**src/rtl/ofg_pkg.sv**
```systemverilog
package ofg_pkg;

   // Decide whether one channel's raw reports make a fault worth flagging.
   function automatic logic ofg_judge(input logic on_req,
                                      input logic det_en,
                                      input logic trip,
                                      input logic hot);
      logic res;
      if (on_req) res = trip | hot;
      else        res = trip & det_en;
      return res;
   endfunction

endpackage

```
**src/rtl/ofg_blank_timer.sv**
```systemverilog
module ofg_blank_timer #(
   parameter int BLANK_CYC = 5000
) (
   input  logic clk_i,
   input  logic rst_ni,
   input  logic clr_i,
   input  logic start_i,
   output logic blank_o
);
   localparam int CW = $clog2(BLANK_CYC + 1);
   localparam logic [CW-1:0] LOAD = CW'(BLANK_CYC);

   logic [CW-1:0] cnt_q;

   always_ff @(posedge clk_i or negedge rst_ni) begin
      if (!rst_ni)           cnt_q <= '0;
      else if (clr_i)        cnt_q <= '0;
      else if (start_i)      cnt_q <= LOAD;
      else if (cnt_q != '0)  cnt_q <= cnt_q - 1'b1;
   end

   assign blank_o = start_i | (cnt_q != '0);

   // The window must be open in the cycle after a restart.
   assert_window_open_R3: assert property (@(posedge clk_i) disable iff (!rst_ni)
      (start_i && !clr_i) |=> blank_o);

endmodule

```
**src/rtl/ofg_flag_bank.sv**
```systemverilog
module ofg_flag_bank
   import ofg_pkg::*;
#(
   parameter int NCH = 8
) (
   input  logic           clk_i,
   input  logic           rst_ni,
   input  logic           clr_i,
   input  logic           blank_i,
   input  logic           snap_i,
   input  logic [NCH-1:0] on_i,
   input  logic [NCH-1:0] det_i,
   input  logic [NCH-1:0] trip_i,
   input  logic [NCH-1:0] hot_i,
   output logic [NCH-1:0] flags_o
);
   logic [NCH-1:0] flag_q;

   for (genvar c = 0; c < NCH; c++) begin : g_ch
      logic hit;
      assign hit = !blank_i && ofg_judge(on_i[c], det_i[c], trip_i[c], hot_i[c]);

      always_ff @(posedge clk_i or negedge rst_ni) begin
         if (!rst_ni)      flag_q[c] <= 1'b0;
         else if (clr_i)   flag_q[c] <= 1'b0;
         else if (snap_i)  flag_q[c] <= hit;
         else              flag_q[c] <= flag_q[c] | hit;
      end

      assert_sticky_R6: assert property (@(posedge clk_i) disable iff (!rst_ni)
         (flag_q[c] && !snap_i && !clr_i) |=> flag_q[c]);

      assert_off_masked_R4: assert property (@(posedge clk_i) disable iff (!rst_ni)
         (!clr_i && !blank_i && !on_i[c] && !det_i[c] && (snap_i || !flag_q[c]))
         |=> !flag_q[c]);

      assert_on_hot_R5: assert property (@(posedge clk_i) disable iff (!rst_ni)
         (!clr_i && !blank_i && on_i[c] && hot_i[c]) |=> flag_q[c]);
   end

   assign flags_o = flag_q;

endmodule

```
**src/rtl/ofg_gate_ctrl.sv**
```systemverilog
module ofg_gate_ctrl #(
   parameter int NCH      = 8,
   parameter bit GATE_REG = 1'b0
) (
   input  logic           clk_i,
   input  logic           rst_ni,
   input  logic [NCH-1:0] on_i,
   input  logic [NCH-1:0] hot_i,
   input  logic           ov_i,
   input  logic           uv_i,
   input  logic           en_i,
   output logic [NCH-1:0] gate_o
);
   logic           rail_ok;
   logic [NCH-1:0] want;

   assign rail_ok = en_i & ~ov_i & ~uv_i;
   assign want    = on_i & ~hot_i & {NCH{rail_ok}};

   if (GATE_REG) begin : g_reg
      logic [NCH-1:0] gate_q;
      always_ff @(posedge clk_i or negedge rst_ni) begin
         if (!rst_ni) gate_q <= '0;
         else         gate_q <= want;
      end
      assign gate_o = gate_q;

      assert_rail_off_R8: assert property (@(posedge clk_i) disable iff (!rst_ni)
         (ov_i || uv_i || !en_i) |=> (gate_o == '0));
   end else begin : g_comb
      assign gate_o = want;

      assert_rail_off_R8: assert property (@(posedge clk_i) disable iff (!rst_ni)
         (ov_i || uv_i || !en_i) |-> (gate_o == '0));

      for (genvar c = 0; c < NCH; c++) begin : g_hot
         assert_hot_off_R7: assert property (@(posedge clk_i) disable iff (!rst_ni)
            hot_i[c] |-> !gate_o[c]);
      end
   end

endmodule

```
**src/rtl/outdrv_fault_guard.sv**
```systemverilog
module outdrv_fault_guard #(
   parameter int NCH       = 8,
   parameter int BLANK_CYC = 5000,
   parameter bit GATE_REG  = 1'b0
) (
   input  logic             clk_i,
   input  logic             rst_ni,
   input  logic             en_i,
   input  logic             cmd_latch_i,
   input  logic [2*NCH-1:0] cmd_word_i,
   input  logic [NCH-1:0]   cmp_trip_i,
   input  logic [NCH-1:0]   therm_i,
   input  logic             ov_i,
   input  logic             uv_i,
   input  logic             snap_i,
   output logic [NCH-1:0]   flags_o,
   output logic [NCH-1:0]   gate_en_o
);
   if (NCH < 1 || NCH > 32) begin : g_bad_nch
      $error("outdrv_fault_guard: NCH must lie in 1..32");
   end
   if (BLANK_CYC < 1) begin : g_bad_blank
      $error("outdrv_fault_guard: BLANK_CYC must be at least 1");
   end

   logic           wipe;
   logic           blank;
   logic [NCH-1:0] on_q;
   logic [NCH-1:0] det_q;

   assign wipe = uv_i | ~en_i;

   always_ff @(posedge clk_i or negedge rst_ni) begin
      if (!rst_ni) begin
         on_q  <= '0;
         det_q <= '0;
      end else if (wipe) begin
         on_q  <= '0;
         det_q <= '0;
      end else if (cmd_latch_i) begin
         on_q  <= cmd_word_i[NCH-1:0];
         det_q <= cmd_word_i[2*NCH-1:NCH];
      end
   end

   ofg_blank_timer #(.BLANK_CYC(BLANK_CYC)) i_timer (
      .clk_i   (clk_i),
      .rst_ni  (rst_ni),
      .clr_i   (wipe),
      .start_i (cmd_latch_i),
      .blank_o (blank)
   );

   ofg_flag_bank #(.NCH(NCH)) i_flags (
      .clk_i   (clk_i),
      .rst_ni  (rst_ni),
      .clr_i   (wipe),
      .blank_i (blank),
      .snap_i  (snap_i),
      .on_i    (on_q),
      .det_i   (det_q),
      .trip_i  (cmp_trip_i),
      .hot_i   (therm_i),
      .flags_o (flags_o)
   );

   ofg_gate_ctrl #(.NCH(NCH), .GATE_REG(GATE_REG)) i_gate (
      .clk_i  (clk_i),
      .rst_ni (rst_ni),
      .on_i   (on_q),
      .hot_i  (therm_i),
      .ov_i   (ov_i),
      .uv_i   (uv_i),
      .en_i   (en_i),
      .gate_o (gate_en_o)
   );

   // Blanked cycles must not alter the flags unless a snapshot or wipe intervenes.
   assert_blank_hold_R3: assert property (@(posedge clk_i) disable iff (!rst_ni)
      (blank && !snap_i && !wipe) |=> (flags_o == $past(flags_o)));

   assert_wipe_clears_R9: assert property (@(posedge clk_i) disable iff (!rst_ni)
      wipe |=> (flags_o == '0 && on_q == '0 && det_q == '0));

   assert_sleep_off_R10: assert property (@(posedge clk_i) disable iff (!rst_ni)
      (!en_i && !$past(en_i)) |-> (gate_en_o == '0));

endmodule

```
**config.mk**
```make
export PLATFORM = sky130hd
export DESIGN_NAME = outdrv_fault_guard
export DESIGN_NICKNAME = d
export VERILOG_FILES = /design/src/rtl/ofg_pkg.sv /design/src/rtl/ofg_blank_timer.sv /design/src/rtl/ofg_flag_bank.sv /design/src/rtl/ofg_gate_ctrl.sv /design/src/rtl/outdrv_fault_guard.sv
export SDC_FILE = /design/constraint.sdc
export NUM_CORES = 1
export LEC_CHECK = 0
export ABC_AREA = 1
export BUFFER_PORTS_ARGS = -buffer_cell sky130_fd_sc_hd__clkbuf_2
export CAP_MARGIN = 10
export CORE_MARGIN = 1
export CORE_UTILIZATION = 52
export DETAILED_ROUTE_END_ITERATION = 6
export GPL_TIMING_DRIVEN = 1
export PLACE_DENSITY = 0.79
export SETUP_SLACK_MARGIN = 0.1
export SLEW_MARGIN = 20
export SYNTH_ARGS = -nofsm -noshare
export SYNTH_HDL_FRONTEND = slang
export SYNTH_SLANG_ARGS = --single-unit
```
**constraint.sdc**
```tcl
create_clock -name clk_i -period 1.5 [get_ports clk_i]
set_clock_uncertainty 0.05 [all_clocks]
set_input_delay 0.3 -clock clk_i [delete_from_list [all_inputs] [get_ports clk_i]]
set_output_delay 0.3 -clock clk_i [all_outputs]
set_load 0.02 [all_outputs]
```
# After elaboration in Yosys (flattened, before gate mapping)
# Cells that the tools add are included.
# totals
out_inout_bits,16
register_bits,37
elab_cells,89
in_bits,39
# classes
n_reduce_logical,12
bitwise,34
n_addsub,1
n_mux,31
# ops
op,n
$mux W13,3
$mux W8,4
$mux W1,24
$or A1 B1 Y1,18
$and A8 B8 Y8,2
$reduce_bool A13 Y1,1
$sub A13 B1 Y13 const B,1
$and A1 B1 Y1,10
$logic_and A1 B1 Y1,8
$not A8 Y8,1
$not A1 Y1,3
$reduce_bool A3 Y1,1
$reduce_bool A2 Y1,1
$logic_not A1 Y1,1

# Logic depth before layout (Yosys ltp)
# Gate-level depths: netlist of run 1.
# logic_depth
ltp_word,7
ltp_mapped,10
ltp_nobuf,9

# By module
# From an unflattened synthesis of run 1, not the netlist that was laid out.
# unflattened
cells_unflattened,291
hier_area_um2,2249.7
# by_module_without_submodules
mod,instances,seq_area_each_um2,cells_each,area_each_um2
ofg_blank_timer,1,325.3,118,895.9
outdrv_fault_guard,1,400.4,71,738.2
ofg_flag_bank,1,200.2,75,500.5
ofg_gate_ctrl,1,0.0,27,115.1

# Least setup slack after synthesis of run 1
# OpenSTA, ideal clock, no wires.
# synth_path
path_type,in2out
startpoint,input en_i
endpoint,output gate_en_o[0]
path_buffers,1
path_slack_ps,-235
arrival_time_ps,1385
required_ps,1150
path_stages,6
cell_sequence,inv_1 > nor2_4 > inv_2 > or2_1 > buf_2 > nor3b_1
# synth_via
elab_chain_len,3
# synth_rtl
item,line_no,rtl
from (decl),outdrv_fault_guard.sv:8,"input logic en_i,"
$and A1 B1 Y1 (2 in a row),ofg_gate_ctrl.sv:17,assign rail_ok = en_i & ~ov_i & ~uv_i;
$and A8 B8 Y8,ofg_gate_ctrl.sv:18,assign want = on_i & ~hot_i & {NCH{rail_ok}};
to (decl),outdrv_fault_guard.sv:17,output logic [NCH-1:0] gate_en_o
# No other way between the ends.

# Worst setup path after layout of run 1
# layout_path
startpoint,input uv_i
endpoint,output gate_en_o[1]
# layout_via
elab_chain_len,3
# layout_rtl
item,line_no,rtl
from (decl),outdrv_fault_guard.sv:14,"input logic uv_i,"
$not A1 Y1,ofg_gate_ctrl.sv:17,
$and A1 B1 Y1,ofg_gate_ctrl.sv:17,
$and A8 B8 Y8,ofg_gate_ctrl.sv:18,
# No other way between the ends.

==> results by stage, run 1 <==
Status:
- The run finished, with violations left.
- The final reports fail on negative hold slack, negative setup slack.

Final layout:
- The fraction of layout cells with a size suffix above 1 is 47.34%.
- The number of diodes added for antenna fixing is 0.
- For this run, the post-layout net count is 359.
- The post-synthesis to final-layout area growth is 44.22%.
- The number of inserted filler cells in the final layout is 238.
- The area taken by multi-input logic gates is 0.001161 mm².
- In the final layout, flip-flops and latches occupy 929.6 µm².

Clocking:
- The master cell of the clock root buffer is sky130_fd_sc_hd__clkbuf_8.
- Buffers inserted during clock tree synthesis total 5.
- The clock insertion delay at the later pin of the skew report is 300 ps.
- The number of H-tree branching levels is 2.
- The CTS tree is yes.
- Clock-pin slew was measured on the worst setup and hold paths at 80 ps.
- Counting every sink on the clock net gives 37.
- The maximum buffer depth of the clock tree is 2.

Yosys:
- The most instantiated flip-flop cell in the synthesis netlist is sky130_fd_sc_hd__dfrtp_1.
- Yosys instantiated no cell more often than sky130_fd_sc_hd__nand2_1.
- The proportion of register bits with asynchronous set or reset after synthesis is 100.0%.
- In this run, distinct cell masters in the synthesized netlist total 32.
- The number of nets handed over by synthesis was 286.
- The number of synthesized register bits is 37.
- Sequential elements use 46.02% of the synthesized area.
- The share of synthesized area in the top cell type comes to 46.02%.
- The synthesized design contains 0 enable-type register cells.
- The combined area of all synthesized cells is 0.002012 mm².
- The instance count of the mapped netlist is 245.
- By count the netlist is led by sky130_fd_sc_hd__nand2_1 (61), sky130_fd_sc_hd__dfrtp_1 (37), sky130_fd_sc_hd__inv_1 (29), sky130_fd_sc_hd__a21oi_1 (18), sky130_fd_sc_hd__nor2_1 (18).
- The total of warnings raised by yosys is 0.
- Of all cell types, the one taking the most synthesized area is sky130_fd_sc_hd__dfrtp_1.
- Ranked by total cell area, the synthesized netlist is headed by sky130_fd_sc_hd__dfrtp_1 (46%), sky130_fd_sc_hd__nand2_1 (11%), sky130_fd_sc_hd__inv_1 (5.4%).
- The mean cell area of the mapped netlist is 8.212 µm².

Global routing:
- The initial antenna violation count is 0.
- The total grt overflow is 0.
- Entering global routing, the biggest net connects 38 pins.
- The total routing resource utilization after global routing is 28.41%.
- The number of global-route vias before repair was 2027.
- The wire length of the first global-routing pass is 8776 µm.

Timing:
- Setup slack on the critical path of the routed design comes to -161.0 ps.
- Dividing the final minimum period by the clock period gives 110.7%.
- The number of pins with negative max-slew slack in the final report is 0.
- Setup repair after global routing could not meet its margin everywhere.
- The worst-case headroom to the max-slew limit is 65.70%.
- The shortest period the worst path allows is 1661 ps.
- At the pin with the least slew margin, the transition time is 514.4 ps.
- The worst hold margin is -19.71 ps.
- Setup violations remaining at the end of the flow were counted as 8.
- The achievable clock frequency is 602.1 MHz.
- The total count of hold-check failures in the final report is 25.

Place:
- Before CTS, the worst setup slack after placement is -224.1 ps.
- At the end of routability-driven placement, the weighted congestion stood at 0.8523.
- Buffers placed on the I/O ports in this run total 54.
- The half-perimeter wire length of the detailed placement result is 3492 µm.

Worst setup path:
- The worst setup path is launched from an input port.
- STA classifies the critical path endpoint as an output port.
- The maximum net fanout on the critical path is 8.
- The worst path buffer plus inverter count is 4.
- The slowest stage of the critical path belongs to the cell sky130_fd_sc_hd__or2_4.
- The highest cell delay on the worst timing path is 230 ps.
- Data on the critical path is required at its endpoint by 1150 ps.
- The critical path class is in -> out.
- The arrival time at the worst endpoint is 1310 ps.
- The signal on the critical path passes through buf_6, nor2_4, inv_2, or2_4, buf_12, nor3b_4, clkbuf_8.
- The kind of cell with the highest combined delay on the critical path is simple AND/OR/NAND/NOR gates.

Detailed routing:
- The routed layout has 2078 vias.
- Dividing the detail-routed wire length by the instance count gives 16.40 µm.
- In this run, the number of DRC markers left after iteration 0 of detailed routing was 156.
- The number of optimization iterations in the first detailed-route pass is 6.
- Dividing the detail-routed via count by the number of cells gives 5.662.
- In this run the remaining antenna-violating nets after routing total 0.
- The routed design has 6019 µm of wire.
- The post-detailed-route DRC marker count is 0.

Die:
- The die is 64.20 µm wide.
- Once the floorplan was initialized, standard cells occupied 54.55% of the core.
- The die footprint is 0.004122 mm².
- The number of top-level pins is 55.
- The height of the die is 64.20 µm.
- The row count is 22.
- The total area inside the core boundary comes to 0.003689 mm².

Pwr:
- The leakage power of the design is 1.431 nW.
- The peak supply drop is 647.9 µV.
- In this run the power density over the cells is 812.9 mW/mm².

Job:
- Max-cap violations in this run came to 0.

Hold path:
- The worst hold path belongs to the class in -> async.
## registers in the layout, indices dropped and copies added (netlist names)
name and cells:
i_flags.flags_o 8, det_q 8, i_timer.cnt_q 13, on_q 8
## layout make-up
| class | count | area share, % |
|---|---|---|
| Sequential cell | 37 | 32.04 |
| Multi-Input combinational cell | 168 | 40.02 |
| Tap cell | 48 | 2.070 |
| Clock buffer | 5 | 2.372 |
| Clock inverter | 3 | 0.7762 |
| Timing Repair Buffer | 74 | 18.28 |
| Inverter | 32 | 4.442 |
## through the flow
stage / cell area, µm² / power (mW) / TNS (ps) / utilization [%] / instances
6_report: 2902 / 2.359 / -891.8 / 78.66 / 367
5_1_grt: 2902 / 2.462 / -1326 / 78.66 / 367
4_1_cts: 2718 / 2.219 / -958.0 / 73.68 / 362
3_5_place_dp: 2466 / 1.482 / -1485 / 66.86 / 348
3_3_place_gp: 2466 / 1.470 / -1083 / 66.86 / 348
2_1_floorplan: 2113 / 1.335 / -3.151 / - / 245
## worst register-to-register path, cell delays in order (launching register included)
cell and delay (ps):
sky130_fd_sc_hd__dfrtp_1 450, sky130_fd_sc_hd__nor2_4 230, sky130_fd_sc_hd__nand3_4 110, sky130_fd_sc_hd__nor2_4 160, sky130_fd_sc_hd__nand2_4 120, sky130_fd_sc_hd__nand2_4 110, sky130_fd_sc_hd__inv_4 50, sky130_fd_sc_hd__nand2_2 50
sky130_fd_sc_hd__nand2_1 40
## power by group
| part | total, mW | switching, mW | internal, mW |
|---|---|---|---|
| clock | 0.713 | 0.384 | 0.329 |
| combinational | 0.574 | 0.342 | 0.232 |
| sequential | 1.07 | 0.0404 | 1.03 |
| total | 2.36 | 0.766 | 1.59 |
## path summary, 6_finish.rpt
check | cells past startpoint | slack [ps] | from | to
worst max-delay path | 7 | -160 | uv_i | gate_en_o[1]
max in group asynchronous | 2 | 1060 | rst_ni | i_timer.cnt_q[7]
min in group clk_i | 3 | 160 | cmd_word_i[2] | on_q[2]
worst min register to register | 2 | 490 | det_q[0] | det_q[0]
worst min-delay path | 2 | -20 | rst_ni | i_flags.flags_o[5]
worst max register to register | 8 | 10 | i_timer.cnt_q[2] | i_timer.cnt_q[9]
## routing by layer
metal / global-route usage, % / up-vias / wire length [µm]
li1: - / 936 / -
met1: 32.14 / 1013 / 2219
met2: 49.73 / 98 / 3142
met3: 6.429 / 31 / 347
met4: 14.72 / 0 / 309
met5: 0 / - / 0
## cell families (layout without fill, tap and decap cells)
family,Yosys count,in the layout,synth area share (%)
fa+ha+maj,2,2,1.244
xor+xnor,1,1,0.4354
compound gates,45,45,15.42
flops,37,37,46.02
buf+inv,41,114,8.955
simple gates,119,120,27.92
## repair_timing
action / in CTS / in global routing
buffers inserted: 5 / 5
setup endpoints to repair: 28 / 27
resized for setup: 28 / 45
gates cloned: 1 / 0
hold buffers: 0 / 0
pin swaps: 6 / 21
## cell usage in the layout, fill, tap and decap left out, types with 8 or more instances in the layout
| cell | count |
|---|---|
| sky130_fd_sc_hd__clkbuf_8 | 13 |
| sky130_fd_sc_hd__clkbuf_2 | 44 |
| sky130_fd_sc_hd__nand3_1 | 11 |
| sky130_fd_sc_hd__a21oi_1 | 17 |
| sky130_fd_sc_hd__nor2_4 | 11 |
| sky130_fd_sc_hd__nand2_1 | 52 |
| sky130_fd_sc_hd__dfrtp_1 | 34 |
| sky130_fd_sc_hd__buf_4 | 16 |
| sky130_fd_sc_hd__o21ai_0 | 9 |
| sky130_fd_sc_hd__o22ai_2 | 8 |
| sky130_fd_sc_hd__inv_1 | 23 |
(Power assumes the default switching activity.)
==> inputs of run 2 (changes only) <==
REMOVE_ABC_BUFFERS = 1   (was unset)
==> run 2 against run 1 <==
  * The flow finishes with violations (negative setup slack)
  * Sequential share of layout area increased by 1.4 points
  * Via count shrank 6.2%
  * Wire length is 14% lower
  * Clock power increased by 21%
  * Maximum frequency grew 7.2%
  * Largest power group unchanged
  * Highest routed layer unchanged
  * Combinational power decreased by 10%
  * Total power grew 3.5%
  * Critical path depth decreased by 1
==> results by stage, run 2 (synthesis gave the netlist of run 1 again) <==
Final layout:
- The most common cell after layout, fill and taps aside is sky130_fd_sc_hd__nand2_1.
- The number of flip-flops in the largest register is 13 (unchanged).
- The post-synthesis to final-layout area growth is 38.12%.
- In the layout the commonest cells are sky130_fd_sc_hd__nand2_1 (51), sky130_fd_sc_hd__clkbuf_2 (44), sky130_fd_sc_hd__dfrtp_1 (34).
- The fraction of layout cells with a size suffix above 1 is 44.76% (-2.6 points).
- The net total in the final layout is 355 (-1.1%).
- The number of diodes added for antenna fixing is 0 (unchanged).
- The register cell area after layout is 929.6 µm² (unchanged).
- The area taken by multi-input logic gates was 0.001085 mm² (-6.6%).
- More flip-flops sit in one register than any other, and that register is i_timer.cnt_q.
- The end-of-flow core utilization is 75.34% (-3.3 points).
- The number of inserted filler cells in the final layout is 259 (+8.8%).

Global routing:
- The wire length of the first global-routing pass is 8017 µm (-8.6%).
- The total grt overflow was 0 (unchanged).
- The total routing resource utilization after global routing came to 25.67% (-2.7 points).
- The largest net degree at the start of global routing is 23 (-39%).
- The number of global-route vias before repair was 1822 (-10%).
- The initial antenna violation count was 0 (unchanged).

Worst setup path:
- The maximum net fanout on the critical path is 8 (unchanged).
- Broken down by cell family, the worst path's largest delay share belongs to simple AND/OR/NAND/NOR gates.
- On the critical path, the stage with the largest delay is an instance of sky130_fd_sc_hd__or2_4.
- The kind of end point of the critical path is an output port.
- The register-to-register setup slack was 50 ps (+40 ps).
- The critical path class is in -> out.
- The required time reported for the critical path endpoint is 1150 ps (about the same).
- The arrival time at the worst endpoint is 1200 ps (-110 ps).
- STA classifies the critical path startpoint as an input port.
- The highest cell delay on the worst timing path was 290 ps (+60 ps).
- The signal on the critical path passes through buf_6, nor2_4, inv_2, or2_4, nor3_1, buf_2.
- The worst path buffer plus inverter count is 3 (-1).

Timing:
- The slew of the pin with the lowest slew margin is 445.7 ps (-68.78 ps).
- The period utilization is 103.3% (-7.4 points).
- The achievable clock frequency is 645.2 MHz (+7.2%).
- The worst-case headroom to the max-slew limit came to 70.29% (+4.6 points).
- The number of pins with negative max-slew slack in the final report was 0 (unchanged).
- The shortest period the worst path allows is 1550 ps (-111.2 ps).
- The number of endpoints failing setup at the final stage is 7 (-1).
- Setup repair after global routing could not meet its margin everywhere.
- The total count of hold-check failures in the final report is 0 (-100%).
- The worst-case setup margin in the final layout is -49.80 ps (+111.2 ps).

Die:
- The width of the die is 64.20 µm (unchanged).
- The number of top-level pins was 55 (unchanged).
- The row count is 22 (unchanged).
- The die footprint is 0.004122 mm² (unchanged).
- The height of the die is 64.20 µm (unchanged).
- The area of the placeable core is 0.003689 mm² (unchanged).
- The initial core utilization is 54.55% (unchanged).

Place:
- The port buffer count came to 54 (unchanged).
- The final estimated routing congestion in global placement is 0.8576 (+0.62%).
- The half-perimeter wire length of the detailed placement result is 3336 µm (-4.5%).

Pwr:
- The switching power share of the total is 28.51% (-4.0 points).
- The register share of total power is 43.7% (-1.7 points).
- The design internal power came to 1.745 mW (+9.6%).
- The ratio of total power to cell area is 878.4 mW/mm² (+8.1%).
- The share of power burned in combinational logic is 21.1% (-3.2 points).
- The overall power consumption was 2.441 mW (+3.5%).
- The power share of the clock group was 35.2% (+5.0 points).
- The peak supply drop was 602.9 µV (-6.9%).
- The reported net switching power was 696.1 µW (-9.1%).
- The leakage power of the design was 1.339 nW (-6.4%).

Detailed routing:
- The remaining antenna violation count after routing is 0 (unchanged).
- The detailed router's first-iteration violation count is 125 (-20%).
- The number of optimization iterations in the first detailed-route pass was 4 (-2).
- The total vias in the final route is 1949 (-6.2%).
- The routed length per instance was 14.33 µm (-13%).
- The total wirelength of the detailed-routed design is 5202 µm (-14%).
- The post-detailed-route DRC marker count is 0 (unchanged).
- The number of vias per cell is 5.369 (-5.2%).

Clocking:
- The maximum buffer depth of the clock tree came to 2 (unchanged).
- The clock-pin slew on the worst setup and hold paths is 80 ps (about the same).
- The CTS tree is yes.
- The clock sink total came to 37 (unchanged).
- The cell sitting at the root of the clock tree is a sky130_fd_sc_hd__clkbuf_8.
- The clock insertion delay at the later pin of the skew report came to 290 ps (about the same).
- The number of buffers created by CTS is 5 (unchanged).
- The number of H-tree branching levels is 2 (unchanged).

Hold path:
- The worst hold path class is in -> reg.

Status:
- The checks that failed: negative setup slack.
- The run finished, with violations left.

Job:
- The number of max-cap violations came to 0 (unchanged).
==> run 2: area by class of cell <==
class	count	area share, %
tap	48	2.161
timing repair buffer	71	16.88
multi-input combinational	167	39.04
clock buffer	6	2.611
sequential	37	33.45
inverter	32	4.457
clock inverter	2	1.396
==> run 2: tightest hold or removal path: cells and delay by family <==
| family | cells | cell delay [ps] |
|---|---|---|
| buf+inv | 1 | 80 |
| simple gates | 1 | 50 |
| compound gates | 1 | 50 |
==> run 2: path summary, 6_finish.rpt <==
kind / startpoint / to / cells past startpoint
worst max-delay path: uv_i / gate_en_o[3] / 6
worst min-delay path: cmd_word_i[0] / on_q[0] / 3
worst max register to register: i_timer.cnt_q[0] / i_timer.cnt_q[9] / 9
worst min register to register: det_q[0] / det_q[0] / 2
max in group asynchronous: rst_ni / i_timer.cnt_q[3] / 3
min in group asynchronous: rst_ni / i_flags.flags_o[7] / 2
==> run 2: per-layer routing <==
metal  up-vias  share of wire, %  GRT usage, %
met2        90                50         43.48
met5         -                 0             0
met3        18               6.4         6.071
met4         0               2.5         9.444
met1       913                41         31.72
li1        928                 -             -
==> run 2: what timing repair did <==
action,CTS,global route
endpoints found under the hold margin,15,0
pin swaps,5,17
resized for setup,24,48
setup endpoints to repair,24,27
hold buffers,1,0
gates cloned,0,0
buffers inserted,2,3
==> run 2: stage by stage <==
stage | setup TNS (ps) | setup WS [ps] | instances | instance area (µm²) | hold slack, ps
detailed placement | -1369 | -209.8 | 349 | 2404 | 213.7
global route | -483.9 | -68.58 | 363 | 2779 | 178.6
CTS | -346.9 | -65.89 | 360 | 2619 | 170.0
floorplan | -3361 | -454.9 | 236 | 1953 | -45.59
global placement | -1040 | -152.2 | 349 | 2404 | 216.4
finish | -164.5 | -49.80 | 363 | 2779 | 171.0
==> run 2: power groups by stage <==
| stage | sequential, mW | clock (mW) | combinational, mW |
|---|---|---|---|
| floorplan | 1.07 | 0 | 0.234 |
| global placement | 1.08 | 0 | 0.387 |
| detailed placement | 1.08 | 0 | 0.395 |
| CTS | 1.06 | 0.870 | 0.431 |
| global route | 1.07 | 0.912 | 0.560 |
| finish | 1.07 | 0.860 | 0.515 |
==> inputs of run 3 (changes only) <==
--- a/config.mk
+++ b/config.mk
@@ -10,8 +10,8 @@
 export CAP_MARGIN = 10
 export CORE_MARGIN = 1
-export CORE_UTILIZATION = 52
+export CORE_UTILIZATION = 45
 export DETAILED_ROUTE_END_ITERATION = 6
 export GPL_TIMING_DRIVEN = 1
-export PLACE_DENSITY = 0.79
+export PLACE_DENSITY = 0.7
 export REMOVE_ABC_BUFFERS = 1
 export SETUP_SLACK_MARGIN = 0.1
--- a/constraint.sdc
+++ b/constraint.sdc
@@ -3,3 +3,3 @@
 set_input_delay 0.3 -clock clk_i [delete_from_list [all_inputs] [get_ports clk_i]]
 set_output_delay 0.3 -clock clk_i [all_outputs]
-set_load 0.02 [all_outputs]
+set_load 0.05 [all_outputs]
==> run 3 against run 2 <==
  * Hold slack better by 2.1 ps
  * Non-clock buffer count up 11
  * Largest power group unchanged
  * Global-route usage down 2.5 points
  * The run still ends with negative setup slack left
  * Via count up 1.5%
==> results by stage, run 3 (synthesis gave the netlist of run 1 again) <==
Pwr:
- The share of power burned in combinational logic is 25.2% (+4.1 points).
- The peak supply drop was 558.6 µV (-7.3%).
- The switching power share of the total is 31.52% (+3.0 points).
- The power share of the clock group is 29.5% (-5.7 points).
- The design internal power is 1.609 mW (-7.8%).
- The ratio of total power to cell area came to 805.8 mW/mm² (-8.3%).
- The reported net switching power is 740.6 µW (+6.4%).
- The leakage power of the design is 1.397 nW (+4.3%).
- The overall power consumption is 2.349 mW (-3.8%).
- The register share of total power came to 45.3% (+1.6 points).

Clocking:
- The master cell of the clock root buffer is sky130_fd_sc_hd__clkbuf_8.
- The clock insertion delay at the later pin of the skew report is 290 ps (about the same).
- The clock sink total is 37 (unchanged).
- The number of buffers created by CTS is 5 (unchanged).
- The CTS tree is yes.
- The clock-pin slew on the worst setup and hold paths was 70 ps (about the same).
- The maximum buffer depth of the clock tree is 2 (unchanged).
- The number of H-tree branching levels was 2 (unchanged).

Timing:
- The number of pins with negative max-slew slack in the final report is 0 (unchanged).
- Setup repair after global routing could not meet its margin everywhere.
- The achievable clock frequency was 624.2 MHz (-3.3%).
- The total count of hold-check failures in the final report is 0 (unchanged).
- The number of endpoints failing setup at the final stage is 8 (+1).
- The slew of the pin with the lowest slew margin is 452.2 ps (+6.522 ps).
- The shortest period the worst path allows is 1602 ps (+52.33 ps).
- The worst-case setup margin in the final layout came to -102.1 ps (-52.33 ps).
- The worst-case headroom to the max-slew limit was 69.85% (-0.43 points).
- The period utilization came to 106.8% (+3.5 points).

Status:
- The final reports fail on negative setup slack.
- The flow ran to the end, but the final reports show violations.

Worst setup path:
- The required time reported for the critical path endpoint came to 1150 ps (about the same).
- The worst setup path is captured at an output port.
- The critical path class is in -> out.
- The element type at the critical path start is an input port.
- The arrival time at the worst endpoint is 1250 ps (+50 ps).
- The maximum net fanout on the critical path was 8 (unchanged).

Final layout:
- The number of flip-flops in the largest register is 13 (unchanged).
- The fraction of layout cells with a size suffix above 1 is 46.79% (+2.0 points).
- The final instance count without filler cells was 377 (+3.9%).
- The library cells used most frequently in the layout, excluding fill and tap cells, are sky130_fd_sc_hd__nand2_1 (53), sky130_fd_sc_hd__clkbuf_2 (44), sky130_fd_sc_hd__dfrtp_1 (34).
- The number of diodes added for antenna fixing is 0 (unchanged).
- The number of inserted filler cells in the final layout came to 304 (+17%).
- The most common cell after layout, fill and taps aside is sky130_fd_sc_hd__nand2_1.
- The most flop-heavy register is i_timer.cnt_q.
- The post-synthesis to final-layout area growth is 44.90%.
- The net total in the final layout is 367 (+3.4%).
- The register cell area after layout is 929.6 µm² (unchanged).
- The end-of-flow core utilization is 70.35% (-5.0 points).
- The area taken by multi-input logic gates is 0.001112 mm² (+2.5%).

Die:
- The row count is 23 (+4.5%).
- The die footprint came to 0.004742 mm² (+15%).
- The area of the placeable core is 0.004144 mm² (+12%).
- The number of top-level pins was 55 (unchanged).
- The width of the die came to 68.87 µm (+7.3%).
- The height of the die came to 68.87 µm (+7.3%).
- The initial core utilization is 48.55% (-6.0 points).

Detailed routing:
- The post-detailed-route DRC marker count is 0 (unchanged).
- The routed length per instance is 14.10 µm (-1.6%).
- The detailed router's first-iteration violation count is 182 (+46%).
- The total wirelength of the detailed-routed design was 5314 µm (+2.2%).
- The number of optimization iterations in the first detailed-route pass was 4 (unchanged).
- The total vias in the final route is 1978 (+1.5%).
- The remaining antenna violation count after routing is 0 (unchanged).
- The number of vias per cell was 5.247 (-2.3%).

Global routing:
- The total grt overflow is 0 (unchanged).
- The initial antenna violation count is 0 (unchanged).
- The largest net degree at the start of global routing is 23 (unchanged).
- The wire length of the first global-routing pass is 7948 µm (-0.86%).
- The total routing resource utilization after global routing is 23.21% (-2.5 points).
- The number of global-route vias before repair is 1764 (-3.2%).

Place:
- The port buffer count is 54 (unchanged).
- The worst-case setup slack after placement is -311.1 ps (-101.3 ps).
- The number of placed instances, taps included is 354 (+1.4%).
- The final estimated routing congestion in global placement is 0.8427 (-1.7%).
- The half-perimeter wire length of the detailed placement result is 3390 µm (+1.6%).

Job:
- The number of max-cap violations came to 0 (unchanged).

Hold path:
- The worst hold path class is in -> reg.
==> run 3: cell types whose count changed in the layout (fill, tap and decap cells not counted), moves of 3 or more <==
cell,change
sky130_fd_sc_hd__nor3_2,+3
sky130_fd_sc_hd__nand2_2,-5
sky130_fd_sc_hd__buf_4,+3
sky130_fd_sc_hd__nor3_1,-3
sky130_fd_sc_hd__nand2_4,+3
sky130_fd_sc_hd__clkbuf_8,+6
sky130_fd_sc_hd__buf_6,+5
sky130_fd_sc_hd__nor2_2,-3
==> run 3: final cells by class <==
cell class	instances	share of cell area, %
multi-input cells	168	38.15
repair buffers	82	20.60
well taps	50	2.146
flip-flops and latches	37	31.89
inverters	32	4.249
clock inverters	3	0.6009
clock buffers	5	2.361
==> run 3: stage by stage <==
step | hold slack, ps | instance area, µm² | setup TNS [ps]
after CTS | 167.6 | 2633 | -982.0
after floorplan | -45.59 | 1953 | -8256
final | 173.1 | 2915 | -532.3
after global placement | 205.7 | 2404 | -2081
after detailed placement | 208.7 | 2404 | -2197
after global routing | 175.1 | 2915 | -1112
==> run 3: routing by layer <==
layer / vias up / part of all wire [%] / track usage [%]
met3: 13 / 7.0 / 4.441
met4: 0 / 2.0 / 8.163
li1: 955 / - / -
met2: 82 / 50 / 38.11
met5: - / 0 / 0
met1: 928 / 41 / 30.33
==> run 3: critical path, stage by stage <==
cell and delay, ps:
sky130_fd_sc_hd__buf_6 100, sky130_fd_sc_hd__nor2_4 110, sky130_fd_sc_hd__inv_2 40, sky130_fd_sc_hd__or2_4 290
sky130_fd_sc_hd__nor3b_2 200, sky130_fd_sc_hd__clkbuf_8 210
==> run 3: repair_timing <==
action / in CTS / in global routing
gates cloned: 1 / 0
buffers inserted: 1 / 12
pin swaps: 5 / 25
hold buffers: 1 / 0
gates resized for setup: 30 / 52
endpoints found under the setup margin: 23 / 28
hold endpoints to repair: 15 / 0
==> run 3: worst paths after layout <==
check / slack, ps / to / depth (start not counted) / startpoint
worst max-delay path: -100 / gate_en_o[1] / 6 / uv_i
worst min-delay path: 170 / det_q[1] / 3 / cmd_word_i[9]
worst max register to register: 30 / i_timer.cnt_q[9] / 9 / i_timer.cnt_q[1]
worst min register to register: 490 / det_q[5] / 2 / det_q[5]
max in group asynchronous: 500 / i_timer.cnt_q[3] / 3 / rst_ni
min in group asynchronous: 430 / on_q[1] / 2 / rst_ni
==> run 3: power by group through the flow <==
stage / Combinational, mW / Sequential (mW) / Clock [mW]
global placement: 0.395 / 1.08 / 0
floorplan: 0.236 / 1.07 / 0
finish: 0.593 / 1.06 / 0.692
CTS: 0.425 / 1.06 / 0.703
global route: 0.648 / 1.07 / 0.754
detailed placement: 0.400 / 1.08 / 0
